File: src/rtl/rs_syndrome4.sv
`timescale 1ns/1ps
module rs_syndrome4 #(
  parameter int          SYM_W = 8,
  parameter int          LEN_W = 8,
  parameter logic [8:0]  POLY  = 9'h11D
) (
  input  logic               clk,
  input  logic               rst_n,
  input  logic               start,
  input  logic [LEN_W-1:0]   sym_count,
  input  logic [4*SYM_W-1:0] roots,
  output logic [LEN_W-1:0]   mem_addr,
  input  logic [SYM_W-1:0]   mem_rdata,
  output logic               busy,
  output logic               done,
  output logic [2*SYM_W-1:0] syn_lo,
  output logic [2*SYM_W-1:0] syn_hi
);
  localparam int LANES = 4;

  function automatic logic [SYM_W-1:0] gf_mul(input logic [SYM_W-1:0] a,
                                              input logic [SYM_W-1:0] b);
    logic [SYM_W-1:0] acc, sh;
    acc = '0;
    sh  = a;
    for (int i = 0; i < SYM_W; i++) begin
      if (b[i]) acc = acc ^ sh;
      sh = sh[SYM_W-1] ? ((sh << 1) ^ POLY[SYM_W-1:0]) : (sh << 1);
    end
    return acc;
  endfunction

  logic               busy_q, fetch_q, dv_q, dfirst_q, dlast_q, done_q;
  logic [LEN_W-1:0]   addr_q, n_q;
  logic [4*SYM_W-1:0] roots_q;
  logic [2*SYM_W-1:0] lo_q, hi_q;
  logic [SYM_W-1:0]   lane_nxt [LANES];

  wire accept   = start && !busy_q && (sym_count != '0);
  wire at_last  = (addr_q == n_q - LEN_W'(1));
  wire finish   = dv_q && dlast_q;

  always_ff @(posedge clk or negedge rst_n) begin
    if (!rst_n) begin
      busy_q <= 1'b0; fetch_q <= 1'b0; addr_q <= '0; n_q <= '0; roots_q <= '0;
      dv_q <= 1'b0; dfirst_q <= 1'b0; dlast_q <= 1'b0;
    end else begin
      dv_q     <= fetch_q;
      dfirst_q <= fetch_q && (addr_q == '0);
      dlast_q  <= fetch_q && at_last;
      if (accept) begin
        busy_q  <= 1'b1;
        fetch_q <= 1'b1;
        addr_q  <= '0;
        n_q     <= sym_count;
        roots_q <= roots;
      end else begin
        if (fetch_q) begin
          if (at_last) fetch_q <= 1'b0;
          else         addr_q  <= addr_q + LEN_W'(1);
        end
        if (finish) busy_q <= 1'b0;
      end
    end
  end

  for (genvar g = 0; g < LANES; g++) begin : g_lane
    logic [SYM_W-1:0] acc_r;
    wire  [SYM_W-1:0] root_w = roots_q[(LANES-1-g)*SYM_W +: SYM_W];
    assign lane_nxt[g] = dfirst_q ? mem_rdata : (gf_mul(acc_r, root_w) ^ mem_rdata);

    always_ff @(posedge clk or negedge rst_n) begin
      if (!rst_n)    acc_r <= '0;
      else if (dv_q) acc_r <= lane_nxt[g];
    end

    assert_seed_R5: assert property (@(posedge clk) disable iff (!rst_n)
      (dv_q && dfirst_q) |=> (acc_r == $past(mem_rdata)));
  end

  always_ff @(posedge clk or negedge rst_n) begin
    if (!rst_n) begin
      done_q <= 1'b0; lo_q <= '0; hi_q <= '0;
    end else begin
      done_q <= finish;
      if (finish) begin
        lo_q <= {lane_nxt[0], lane_nxt[1]};
        hi_q <= {lane_nxt[2], lane_nxt[3]};
      end
    end
  end

  assign mem_addr = addr_q;
  assign busy     = busy_q;
  assign done     = done_q;
  assign syn_lo   = lo_q;
  assign syn_hi   = hi_q;

  assert_addr_range_R2: assert property (@(posedge clk) disable iff (!rst_n)
    fetch_q |-> (addr_q < n_q));
  assert_addr_step_R2: assert property (@(posedge clk) disable iff (!rst_n)
    (fetch_q && !at_last && !accept) |=> (addr_q == $past(addr_q) + LEN_W'(1)));
  assert_done_pulse_R7: assert property (@(posedge clk) disable iff (!rst_n)
    done |=> !done);
  assert_done_idle_R7: assert property (@(posedge clk) disable iff (!rst_n)
    done |-> !busy);
  assert_held_R7: assert property (@(posedge clk) disable iff (!rst_n)
    !done |-> ($stable(syn_lo) && $stable(syn_hi)));
  assert_ignore_R8: assert property (@(posedge clk) disable iff (!rst_n)
    (busy && start) |=> ($stable(n_q) && $stable(roots_q)));
  assert_zero_len_R9: assert property (@(posedge clk) disable iff (!rst_n)
    (!busy && start && sym_count == '0) |=> !busy);
endmodule

File: config.mk
export PLATFORM = sky130hd
export DESIGN_NAME = rs_syndrome4
export DESIGN_NICKNAME = d
export VERILOG_FILES = /design/src/rtl/rs_syndrome4.sv
export SDC_FILE = /design/constraint.sdc
export NUM_CORES = 1
export LEC_CHECK = 0
export BUFFER_PORTS_ARGS = -buffer_cell sky130_fd_sc_hd__buf_2
export CORE_ASPECT_RATIO = 0.9
export CORE_MARGIN = 2
export CORE_UTILIZATION = 50
export DETAILED_ROUTE_END_ITERATION = 6
export HOLD_SLACK_MARGIN = 0.12
export PLACE_DENSITY = 0.66
export SLEW_MARGIN = 20
export SYNTH_ARGS = -nofsm -noshare
export SYNTH_HDL_FRONTEND = slang
export SYNTH_SLANG_ARGS = --single-unit
File: constraint.sdc
create_clock -name clk -period 2.65 [get_ports clk]
set_input_delay 0.265 -clock clk [delete_from_list [all_inputs] [get_ports clk]]
set_output_delay 0.265 -clock clk [all_outputs]
set_load 0.01 [all_outputs]
# [Word level (Yosys, flattened, before mapping)]
# Index checks and enable logic that the tools add are counted.
[totals] reg_bits=118 word_cells=162 out_inout_bits=42
[op_classes] addsub=2 bitwise=60 eq_ne=2 n_mux=72 reduce_logical=11
[ops] operator="$mux W8" count=39
[ops] operator="$xor A8 B8 Y8" count=32
[ops] operator="$mux W5" count=28
[ops] operator="$not A4 Y4" count=28
[ops] operator="$add A8 B1 Y8 const B" count=1
[ops] operator="$eq A8 B8 Y1" count=1
[ops] operator="$logic_not A8 Y1" count=1
[ops] operator="$reduce_bool A8 Y1" count=1
[ops] operator="$sub A8 B1 Y8 const B" count=1
[ops] operator="$logic_and A1 B1 Y1" count=5
[ops] operator="$mux W1" count=5
[ops] operator="$reduce_bool A2 Y1" count=2
[ops] operator="$ne A2 B2 Y1 const B" count=1
[ops] operator="$reduce_and A2 Y1" count=1
[ops] operator="$logic_not A1 Y1" count=1

# [Depth between registers and ports, before layout]
[logic_depth] ltp_word=18 depth_mapped=10 ltp_nobuf=10

# [Worst setup path after synthesis]
# OpenSTA, ideal clock, no wires.
[synth_timing] kind="reg-to-reg" startpoint="reg g_lane[3].acc_r[7]" endpoint="reg g_lane[3].acc_r[3]" path_stages_with_launch=10 period_less_slack_ns=2.442 setup_slack_ns=0.208 arrival_time_ns=2.305 n_path_buf=1 path_cell_list="dfrtp_1 -> buf_4 -> xor3_2 -> xnor2_1 -> xnor2_1 -> nand2_1 -> nor4b_1 -> or4_1 -> xnor2_1 -> a21oi_1"
[synth_via] elab_chain_len=17
[synth_lines] element="start, declared" line_no="68" text="logic [SYM_W-1:0] acc_r;"
[synth_lines] element="start signal, assigned" line_no="74" text="else if (dv_q) acc_r <= lane_nxt[g];"
[synth_lines] element="$mux W5 *" line_no="28" text="sh = sh[SYM_W-1] ? ((sh << 1) ^ POLY[SYM_W-1:0]) : (sh << 1);"
[synth_lines] element="$xor A8 B8 Y8 or $not A4 Y4 (tied branches)"
[synth_lines] element="$mux W8 or $mux W5 (tied branches)" line_no="27, 28"
[synth_lines] element="$xor A8 B8 Y8" line_no="27" text="if (b[i]) acc = acc ^ sh;"
[synth_lines] element="$mux W8" line_no="27"
[synth_lines] element="$xor A8 B8 Y8" line_no="27"
[synth_lines] element="$mux W8" line_no="27"
[synth_lines] element="$xor A8 B8 Y8" line_no="27"
[synth_lines] element="$mux W8" line_no="27"
[synth_lines] element="$xor A8 B8 Y8" line_no="27"
[synth_lines] element="$mux W8" line_no="27"
[synth_lines] element="$xor A8 B8 Y8" line_no="27"
[synth_lines] element="$mux W8" line_no="27"
[synth_lines] element="$xor A8 B8 Y8" line_no="27"
[synth_lines] element="$mux W8 *" line_no="27"
[synth_lines] element="$xor A8 B8 Y8 *" line_no="70" text="assign lane_nxt[g] = dfirst_q ? mem_rdata : (gf_mul(acc_r, root_w) ^ mem_rdata);"
[synth_lines] element="$mux W8 *" line_no="70"
# Every way passes the cells marked *; elsewhere a longest branch is shown, timed or not.
# A chain may end at the register's enable or synchronous reset.

# [Worst setup path in the final report]
# Ends and elaborated chain as after synthesis.

==> metrics.csv <==
stage,metric,value,unit
cells_and_area,fillers,1735,
floorplan,core area,19990,µm²
floorplan,die area,21540,µm²
logic_synthesis,library cells used by synthesis,57,
sta,"Min Clock Period, post-route",2.561,ns
sta,Final period util,0.9662,
sta,Clock Skews,0.008219,ns
drt,drt drc,0,
logic_synthesis,Async SR Flop Fraction,1.000,
run,max-cap viol count,0,
hold_path,Worst Hold Class,in -> reg,
global_route,first-pass GRT wire length,43470,µm
drt,First-pass DRT Iterations,5,
logic_synthesis,Ys Warns,0,
clock_tree,worst skew pair latency,0.42,ns
sta,Final Hold Vio Count,0,
drt,Iter 0 DRT Violations,474,
logic_synthesis,sequential cell area fraction in the yosys report,0.2897,
logic_synthesis,cell count after synthesis,1168,
place,Placed Area,11150,µm²
logic_synthesis,top cell type by total area after synthesis,dfrtp_1,
sta,Fmax achieved,390.5,MHz
drt,Via density,5.455,
logic_synthesis,top-count cell post-synth,nand2_1,
drt,Routed WL,26410,µm
clock_tree,CTS tree,built,
clock_tree,Sink Count,118,
cells_and_area,ant diodes,0,
cells_and_area,"Design Area, Final",12310,µm²
cells_and_area,Layout Nets,1351,
logic_synthesis,number of synthesized flops with an enable pin,0,
setup_path,critical path peak fanout,4,
logic_synthesis,Syn Nets,1222,
logic_synthesis,ys flop type,dfrtp_1,
sta,Worst Tran Pin Value,0.6466,ns
setup_path,CP endpoint kind,flop,
sta,Final setup viols,0,
global_route,GRT Overall Usage,0.2521,
setup_path,critical path class,reg -> reg,
sta,RSZ-0062 raised after global routing,yes,
drt,wire per inst,16.89,µm
floorplan,num rows,49,
clock_tree,total CTS buffers,17,
global_route,GRT overflow,0,
cells_and_area,share of layout cells above drive strength 1,0.2078,
floorplan,die width,154.5,µm
sta,Slew Limit Fails,0,
setup_path,R2R Setup Slk,0.09,ns
sta,TNS Setup,0,ns
sta,Max-slew headroom,0.5689,
drt,total via count in the routed design,8531,
clock_tree,Root Driver,clkbuf_16,
cells_and_area,post-layout util,0.6160,
place,port bufs,92,
logic_synthesis,"flops & latches, synth",118,
floorplan,Die H,139.4,µm
run_status,outcome,completed,
floorplan,Initial Utilization,0.5099,
logic_synthesis,Synth area leaders,"dfrtp_1 (29%), xnor2_1 (18%), nand2_1 (8.2%)",
logic_synthesis,commonest cells in the netlist,"nand2_1 (223), xnor2_1 (211), dfrtp_1 (118)",
drt,Post-DRT Antenna Nets,0,
floorplan,Ports,93,
place,GPL Wtd Cong,0.9021,
setup_path,Worst setup SP type,flop,
clock_tree,clk buf depth,2,
logic_synthesis,post-synth top area share,0.2897,
global_route,vias in the first global route,8273,
global_route,antenna violations before repair,0,
cells_and_area,Area growth syn-to-layout,20.81,%
clock_tree,htree depth,4,
global_route,largest net degree at the start of global routing,65,
setup_path,"Arr. time, crit path",2.83,ns
logic_synthesis,Avg Synthesized Cell Area,8.725,µm²
setup_path,Critical Path RT,2.92,ns
clock_tree,clk slew on worst S/H paths,0.06,ns
logic_synthesis,Post-Syn Area,10190,µm²
place,HPWL Detailed,18490,µm
==> timing repair <==
item / CTS / global route
pin swaps: 0 / 5
buffers inserted: 0 / 0
endpoints found under the hold margin: 80 / 0
setup endpoints to repair: 1 / 23
gates resized for setup: 1 / 25
hold buffers: 41 / 0
==> state kept, by name, indices dropped and copies added, names as in the netlist, 8 cells and up <==
| signal | cells |
|---|---|
| g_lane.acc_r | 32 |
| roots_q | 32 |
| syn_hi | 16 |
| mem_addr | 8 |
| syn_lo | 16 |
| n_q | 8 |
==> cell families after synthesis <==
family | share of synthesized area
buffers and inverters | 0.04936
flip-flops | 0.2897
adder cells (fa/ha/maj) | 0.003684
multiplexers | 0.05451
AO/OA/AOI/OAI | 0.1024
AND/OR/NAND/NOR | 0.1696
XOR/XNOR | 0.3308
==> metrics by stage <==
| stage | std cells | setup slack [ns] | hold WS, ns |
|---|---|---|---|
| finish | 1564 | 0.08945 | 0.2653 |
| global route | 1564 | -0.02991 | 0.2907 |
| CTS | 1564 | 0.02448 | 0.2524 |
| detailed placement | 1492 | 0.007271 | 0.3164 |
| global placement | 1492 | 0.07071 | 0.3141 |
| floorplan | 1168 | 0.2079 | -0.03059 |
==> cell usage in the layout (no fill, tap or decap), types with 17 or more instances in the layout <==
master and instances:
dlygate4sd3_1 41, buf_4 74, a21oi_1 52, buf_2 91, dfrtp_1 114, nand2b_1 21, clkbuf_16 17, xor2_1 65
xnor3_1 26, xnor2_1 205, nand2_1 221, o21ai_0 43, nor2_1 77, mux2_2 36
==> worst paths after layout <==
path,start,end,cells after the start
setup / recovery,g_lane[3].acc_r[7]$_DFFE_PN0P_,g_lane[3].acc_r[3]$_DFFE_PN0P_,9
hold / removal,mem_rdata[2],g_lane[1].acc_r[2]$_DFFE_PN0P_,3
setup reg to reg,g_lane[3].acc_r[7]$_DFFE_PN0P_,g_lane[3].acc_r[3]$_DFFE_PN0P_,9
hold reg to reg,syn_lo[14]$_DFFE_PN0P_,syn_lo[14]$_DFFE_PN0P_,2
max in group asynchronous,rst_n,g_lane[3].acc_r[6]$_DFFE_PN0P_,3
min in group asynchronous,rst_n,roots_q[2]$_DFFE_PN0P_,2
==> cell type report <==
class | count | area (µm²) | share of cell area
Clock buffer | 21 | 440.4 | 0.03577
Clock inverter | 10 | 178.9 | 0.01453
Inverter | 14 | 52.55 | 0.004268
Multi-Input combinational cell | 936 | 6870 | 0.5580
Sequential cell | 118 | 2958 | 0.2402
Tap cell | 255 | 319.1 | 0.02591
Timing Repair Buffer | 210 | 1493 | 0.1212
==> worst max-delay path: stages (launching register included) <==
cell      delay, ns
dfrtp_1        0.40
buf_4          0.15
xor2_1         0.24
and3_4         0.26
o211ai_1       0.15
a211oi_2       0.31
nor4_1         0.09
or4_4          0.55
xnor2_2        0.16
a21oi_1        0.09
==> per-layer routing <==
metal / up-vias / track usage / wire, µm
li1: 4094 / - / -
met1: 4172 / 0.3620 / 12400
met2: 236 / 0.3964 / 12120
met3: 29 / 0.04204 / 1542
met4: 0 / 0.06725 / 348
met5: - / 0 / 0
Power is not shown: default switching activity piles up to over one toggle a cycle in this logic, so the estimate is an artifact.
